--- src/rtl/seq_pkg.sv ---
package seq_pkg;

    localparam int PHASE_W    = 3;
    localparam int NUM_PHASES = 1 << PHASE_W;
    localparam int OPCODE_W   = 3;

    typedef enum logic [OPCODE_W-1:0] {
        OP_STOP  = 3'b000,
        OP_SKIPZ = 3'b001,
        OP_ADD   = 3'b010,
        OP_AND   = 3'b011,
        OP_XOR   = 3'b100,
        OP_LOAD  = 3'b101,
        OP_STORE = 3'b110,
        OP_JUMP  = 3'b111
    } op_t;

    typedef enum logic [PHASE_W-1:0] {
        PH_ADDR_SETUP    = 3'd0,
        PH_INSTR_FETCH   = 3'd1,
        PH_INSTR_LOAD    = 3'd2,
        PH_INSTR_HOLD    = 3'd3,
        PH_OPERAND_ADDR  = 3'd4,
        PH_OPERAND_FETCH = 3'd5,
        PH_EXECUTE       = 3'd6,
        PH_WRITEBACK     = 3'd7
    } phase_t;

    typedef struct packed {
        logic mem_read;
        logic mem_write;
        logic ir_load;
        logic acc_load;
        logic pc_load;
        logic pc_incr;
        logic cpu_halt;
        logic bus_drive;
        logic addr_sel_pc;
    } strobes_t;

    localparam strobes_t STROBES_IDLE = '0;

    // Opcodes that read an operand from memory into the accumulator
    function automatic logic reads_operand(op_t op);
        return (op == OP_ADD) || (op == OP_AND) ||
               (op == OP_XOR) || (op == OP_LOAD);
    endfunction

    function automatic logic skip_taken(op_t op, logic zero);
        return (op == OP_SKIPZ) && zero;
    endfunction

endpackage

--- src/rtl/phase_counter.sv ---
module phase_counter
    import seq_pkg::*;
#(
    parameter int WIDTH = PHASE_W
) (
    input  logic             clk,
    input  logic             rst_n,
    output logic [WIDTH-1:0] phase
);

    logic [WIDTH-1:0] phase_q;

    // Power-of-two phase count: the increment wraps naturally
    always_ff @(posedge clk or negedge rst_n) begin
        if (!rst_n) begin
            phase_q <= '0;
        end else begin
            phase_q <= phase_q + 1'b1;
        end
    end

    assign phase = phase_q;

endmodule

--- src/rtl/fetch_decode.sv ---
module fetch_decode
    import seq_pkg::*;
(
    input  phase_t   phase,
    output strobes_t strb
);

    always_comb begin
        strb = STROBES_IDLE;
        unique case (phase)
            PH_ADDR_SETUP: begin
                strb.addr_sel_pc = 1'b1;
            end
            PH_INSTR_FETCH: begin
                strb.addr_sel_pc = 1'b1;
                strb.mem_read    = 1'b1;
            end
            PH_INSTR_LOAD, PH_INSTR_HOLD: begin
                strb.addr_sel_pc = 1'b1;
                strb.mem_read    = 1'b1;
                strb.ir_load     = 1'b1;
            end
            default: strb = STROBES_IDLE;
        endcase
    end

endmodule

--- src/rtl/execute_decode.sv ---
module execute_decode
    import seq_pkg::*;
(
    input  phase_t   phase,
    input  op_t      op,
    input  logic     zero,
    output strobes_t strb
);

    logic rd_op;
    logic skip;

    always_comb begin
        rd_op = reads_operand(op);
        skip  = skip_taken(op, zero);
        strb  = STROBES_IDLE;
        unique case (phase)
            PH_OPERAND_ADDR: begin
                strb.pc_incr  = 1'b1;
                strb.cpu_halt = (op == OP_STOP);
            end
            PH_OPERAND_FETCH: begin
                strb.mem_read = rd_op;
            end
            PH_EXECUTE: begin
                if (skip) begin
                    strb.pc_incr   = 1'b1;
                    strb.bus_drive = 1'b1;
                end else if (rd_op) begin
                    strb.mem_read  = 1'b1;
                end else if (op == OP_JUMP) begin
                    strb.pc_load   = 1'b1;
                    strb.bus_drive = 1'b1;
                end else begin
                    strb.bus_drive = 1'b1;
                end
            end
            PH_WRITEBACK: begin
                if (skip) begin
                    strb.pc_incr   = 1'b1;
                    strb.bus_drive = 1'b1;
                end else if (rd_op) begin
                    strb.mem_read  = 1'b1;
                    strb.acc_load  = 1'b1;
                end else if (op == OP_STORE) begin
                    strb.mem_write = 1'b1;
                    strb.bus_drive = 1'b1;
                end else if (op == OP_JUMP) begin
                    strb.pc_load   = 1'b1;
                    strb.pc_incr   = 1'b1;
                    strb.bus_drive = 1'b1;
                end else begin
                    strb.bus_drive = 1'b1;
                end
            end
            default: strb = STROBES_IDLE;
        endcase
    end

endmodule

--- src/rtl/cpu_step_sequencer.sv ---
module cpu_step_sequencer
    import seq_pkg::*;
(
    input  logic                clk,
    input  logic                rst_n,
    input  logic                alu_zero,
    input  logic [OPCODE_W-1:0] instr_op,
    output logic                mem_read,
    output logic                mem_write,
    output logic                ir_load,
    output logic                acc_load,
    output logic                pc_load,
    output logic                pc_incr,
    output logic                cpu_halt,
    output logic                bus_drive,
    output logic                addr_sel_pc
);

    logic [PHASE_W-1:0] phase_raw;
    phase_t             phase;
    op_t                op;
    strobes_t           fetch_strb;
    strobes_t           exec_strb;
    strobes_t           out_strb;

    phase_counter #(.WIDTH(PHASE_W)) u_phase (
        .clk   (clk),
        .rst_n (rst_n),
        .phase (phase_raw)
    );

    assign phase = phase_t'(phase_raw);
    assign op    = op_t'(instr_op);

    fetch_decode u_fetch (
        .phase (phase),
        .strb  (fetch_strb)
    );

    execute_decode u_exec (
        .phase (phase),
        .op    (op),
        .zero  (alu_zero),
        .strb  (exec_strb)
    );

    // The two halves never drive strobes in the same phase; reset masks both
    always_comb begin
        if (!rst_n) begin
            out_strb = STROBES_IDLE;
        end else begin
            out_strb = fetch_strb | exec_strb;
        end
    end

    assign mem_read    = out_strb.mem_read;
    assign mem_write   = out_strb.mem_write;
    assign ir_load     = out_strb.ir_load;
    assign acc_load    = out_strb.acc_load;
    assign pc_load     = out_strb.pc_load;
    assign pc_incr     = out_strb.pc_incr;
    assign cpu_halt    = out_strb.cpu_halt;
    assign bus_drive   = out_strb.bus_drive;
    assign addr_sel_pc = out_strb.addr_sel_pc;

endmodule

--- config.mk ---
export PLATFORM = sky130hd
export DESIGN_NAME = cpu_step_sequencer
export DESIGN_NICKNAME = d
export VERILOG_FILES = /design/src/rtl/seq_pkg.sv /design/src/rtl/phase_counter.sv /design/src/rtl/fetch_decode.sv /design/src/rtl/execute_decode.sv /design/src/rtl/cpu_step_sequencer.sv
export SDC_FILE = /design/constraint.sdc
export NUM_CORES = 1
export LEC_CHECK = 0
export ABC_CLOCK_PERIOD_IN_PS = 2400
export CAP_MARGIN = 5
export CORE_AREA = 2 2 39 41
export CTS_CLUSTER_SIZE = 40
export DETAILED_ROUTE_END_ITERATION = 6
export DIE_AREA = 0 0 41 43
export GPL_ROUTABILITY_DRIVEN = 0
export HOLD_SLACK_MARGIN = 0.15
export SLEW_MARGIN = 20
export SYNTH_ARGS = -nofsm -noshare
export SYNTH_HDL_FRONTEND = slang
export SYNTH_SLANG_ARGS = --single-unit
--- constraint.sdc ---
create_clock -name clk -period 2.4 [get_ports clk]
set_clock_uncertainty 0.15 [all_clocks]
set_input_delay 0.72 -clock clk [delete_from_list [all_inputs] [get_ports clk]]
set_output_delay 0.72 -clock clk [all_outputs]
set_load 0.005 [all_outputs]
==> flow_metrics.env <==
export IMPL_setup_repair_after_global_routing_missed_its_margin="true"
export IMPL_cellLeakagePower_nw=0.334
export IMPL_ir_drop_uv=225
export IMPL_wire_per_inst_um=11.0
export IMPL_gr_layer_usage_met1_pct=14.6
export IMPL_clockRootBuffer="sky130_fd_sc_hd__clkbuf_4"
export IMPL_failing_checks="negative setup slack"
export IMPL_ys_warn_count=0
export IMPL_grtUsageMet3_pct=1.57
export IMPL_critPathArrivalTime_ns=1.63
export IMPL_min_period_over_period_pct=104
export IMPL_synth_seq_cells=3
export IMPL_gr_max_usage_layer="met2"
export IMPL_synthesis_nets=51
export IMPL_htreeDepth=1
export IMPL_first_iter_violations=5
export IMPL_die_w_um=41
export IMPL_path_cells="buf_6, ha_4, or3_4, a21oi_2, nor2_1, buf_2"
export IMPL_timing_worst_slew_pin_value_ns=0.189
export IMPL_share_of_total_power_consumed_by_net_switching_pct=23.4
export IMPL_synth_simple_area_share_pct=28.6
export IMPL_global_route_wire_length_before_repair_um=1530
export IMPL_p_int_mw=0.130
export IMPL_boundaryPins=15
export IMPL_dpl_worst_slack_ns=-0.763
export IMPL_setup_worst_path_class="reg2out"
export IMPL_post_synth_top_area_fraction_pct=23.8
export IMPL_cp_top_family="flip-flops"
export IMPL_syn_mean_instance_area_um2=8.08
export IMPL_worst_reg2reg_startpoint="u_phase.phase[1]"
export IMPL_met2_usage_pct=21.9
export IMPL_path_clk_slew_ns=0.04
export IMPL_synth_largest_area_cell="sky130_fd_sc_hd__dfrtp_1"
export IMPL_slew_viols_final=0
export IMPL_power_density_nw_per_um2=246
export IMPL_worstPathBufferInverterCount=2
export IMPL_synthXorXnorAreaFrac_pct=5.16
export IMPL_relSlewSlack_pct=87.4
export IMPL_drc=0
export IMPL_core_region_area_um2=1380
export IMPL_antenna_cells=0
export IMPL_number_of_instances_in_the_synthesized_netlist=39
export IMPL_reg2reg_to="u_phase.phase[2]"
export IMPL_drive_gt1_share_pct=72.2
export IMPL_cts_buffers_inserted=3
export IMPL_timing_reg2reg_worst_path_depth=4
export IMPL_grt_max_degree=6
export IMPL_starting_density_of_the_core_pct=22.8
export IMPL_largest_reg_flops=3
export IMPL_synthMuxAreaShare_pct=0
export IMPL_cts_tree="built"
export IMPL_hold_violations=0
export IMPL_cp_slowest_cell="sky130_fd_sc_hd__dfrtp_2"
export IMPL_largest_fanout_on_the_critical_path=3
export IMPL_yosysUniqueCellTypes=18
export IMPL_antenna_found_initial=0
export IMPL_sequentialPowerShare_pct=29.9
export IMPL_clockBufferDepth=2
export IMPL_grt_pass1_vias=361
export IMPL_critPathLaunchType="register"
export IMPL_synth_seq_area_share_pct=23.8
export IMPL_drt_antenna_violating_nets=0
export IMPL_synth_top_family_by_area="simple AND/OR/NAND/NOR gates"
export IMPL_p_sw_mw=0.0398
export IMPL_final_critical_path_setup_slack_ns=-0.0975
export IMPL_hold_path_class="in2async"
export IMPL_worst_skew_pair_late_latency_ns=0.23
export IMPL_num_nets_final=85
export IMPL_timing_critical_path_to_type="output pin"
export IMPL_die_area_um2=1760
export IMPL_status="finished, violations left"
export IMPL_finalSetupViolations=1
export IMPL_rows=14
export IMPL_finalWirelength_um=965
export IMPL_synth_compound_area_share_pct=11.5
export IMPL_route_vias_total=381
export IMPL_clock_sinks=3
export IMPL_min_period_ns=2.50
export IMPL_gr_usage_total_pct=13.1
export IMPL_worst_r2r_setup_slack_ns=1.11
export IMPL_max_freq_mhz=400
export IMPL_max_cap_violations=0
export IMPL_clock_power_share_pct=51.9
export IMPL_area_after_detailed_placement_um2=551
export IMPL_fin_area_um2=689
export IMPL_arithmetic_cell_share_of_the_synthesized_area_counting_full_adders_half_adders_and_majority_gates_pct=23.8
export IMPL_synthToLayoutAreaGrowth_pct=119
export IMPL_synth_top_cells_by_area="sky130_fd_sc_hd__dfrtp_1 (24%), sky130_fd_sc_hd__ha_1 (24%), sky130_fd_sc_hd__nor2_1 (8.3%)"
export IMPL_port_buffers=14
export IMPL_synth_area_um2=315
export IMPL_critical_path_max_stage_delay_ns=0.43
export IMPL_detailedRoute_firstPassIterationCount=4
export IMPL_core_utilization_of_the_finished_layout_pct=49.8
export IMPL_combPwrFrac_pct=18.2
export IMPL_aggregate_negative_setup_slack_ns=-0.0975
export IMPL_overflow=0
export IMPL_die_h_um=43
export IMPL_worst_endpoint_required_ns=1.53
export IMPL_via_per_inst=4.33
export IMPL_number_of_logic_stages_on_the_critical_path_including_buffering=6
-- per-layer routing --
layer,routed length [um],vias up
li1,-,200
met1,345,175
met2,591,6
met3,29,0
met4,0,0
met5,0,-
-- synthesized netlist by cell type --
| master | count |
|---|---|
| sky130_fd_sc_hd__dfrtp_1 | 3 |
| sky130_fd_sc_hd__ha_1 | 6 |
| sky130_fd_sc_hd__or3_1 | 1 |
| sky130_fd_sc_hd__a21o_1 | 1 |
| sky130_fd_sc_hd__a31oi_1 | 2 |
| sky130_fd_sc_hd__inv_1 | 6 |
| sky130_fd_sc_hd__nor2b_1 | 1 |
| sky130_fd_sc_hd__o21ai_1 | 1 |
| sky130_fd_sc_hd__nand4_1 | 2 |
| sky130_fd_sc_hd__and3_2 | 1 |
| sky130_fd_sc_hd__nand2_1 | 2 |
| sky130_fd_sc_hd__nor4b_1 | 1 |
| sky130_fd_sc_hd__and4_2 | 1 |
| sky130_fd_sc_hd__nor2_1 | 7 |
| sky130_fd_sc_hd__nand3_1 | 1 |
| sky130_fd_sc_hd__xor2_2 | 1 |
| sky130_fd_sc_hd__a21oi_1 | 1 |
| sky130_fd_sc_hd__o22ai_1 | 1 |
-- repair_timing --
| item | in CTS | in global routing |
|---|---|---|
| gates cloned | 0 | 0 |
| hold buffers | 0 | 0 |
| resized for setup | 55 | 21 |
| setup buffers | 5 | 0 |
| pin swaps | 8 | 5 |
| endpoints found under the setup margin | 9 | 8 |
-- power groups by stage --
| stage | clock network (mW) | registers, mW | logic (mW) |
|---|---|---|---|
| CTS | 0.0938 | 0.0509 | 0.0287 |
| global placement | 0 | 0.0515 | 0.0274 |
| finish | 0.0881 | 0.0509 | 0.0308 |
| global route | 0.103 | 0.0508 | 0.0333 |
| detailed placement | 0 | 0.0515 | 0.0276 |
| floorplan | 0 | 0.0515 | 0.00651 |
-- worst register-to-register path: stages, from the launching register on --
cell                      delay (ns)
sky130_fd_sc_hd__dfrtp_2        0.44
sky130_fd_sc_hd__ha_4           0.19
sky130_fd_sc_hd__buf_4          0.14
sky130_fd_sc_hd__ha_4           0.24
sky130_fd_sc_hd__inv_1          0.03
-- kinds of logic (layout without fill, tap and decap cells) --
group                    count (synthesis)  after routing
AO/OA/AOI/OAI                            6              6
XOR/XNOR                                 1              1
flip-flops                               3              3
AND/OR/NAND/NOR                         17             17
buffers and inverters                    6             39
adder cells (fa/ha/maj)                  6              6
-- per-stage QoR --
step	std cells	power, mW	hold WS (ns)
floorplan	39	0.0580	0.274
global route	88	0.187	0.426
detailed placement	79	0.0791	0.471
CTS	88	0.173	0.416
global placement	79	0.0789	0.460
finish	88	0.170	0.429
-- how the worst max path moves through the flow --
stage	endpoint	slack (ns)	startpoint
after floorplan	addr_sel_pc	0.35	u_phase.phase[0]
after detailed placement	mem_read	-0.76	instr_op[2]
after global placement	mem_read	-0.77	instr_op[2]
after CTS	addr_sel_pc	-0.12	u_phase.phase[0]
after global routing	addr_sel_pc	-0.17	u_phase.phase[0]
final	addr_sel_pc	-0.1	u_phase.phase[0]
-- placed cells by master (no fill, tap or decap), types with 2 or more instances in the layout --
cell type                         instances
sky130_fd_sc_hd__a31oi_1                  2
sky130_fd_sc_hd__buf_2                    4
sky130_fd_sc_hd__buf_4                   13
sky130_fd_sc_hd__buf_6                    4
sky130_fd_sc_hd__clkbuf_2                 4
sky130_fd_sc_hd__clkbuf_4                 3
sky130_fd_sc_hd__clkdlybuf4s15_2          3
sky130_fd_sc_hd__dfrtp_2                  2
sky130_fd_sc_hd__ha_4                     5
sky130_fd_sc_hd__inv_1                    3
sky130_fd_sc_hd__inv_2                    3
sky130_fd_sc_hd__nand4_1                  2
sky130_fd_sc_hd__nor2_1                   6
-- area by class of cell --
class	instances	area (um2)
sequential	3	77.6
clock buffer	4	26.3
multi-input combinational	30	318
fill	148	694
tap	16	20.0
inverter	6	22.5
timing repair buffer	29	225
Power figures use the tool's default switching activity.
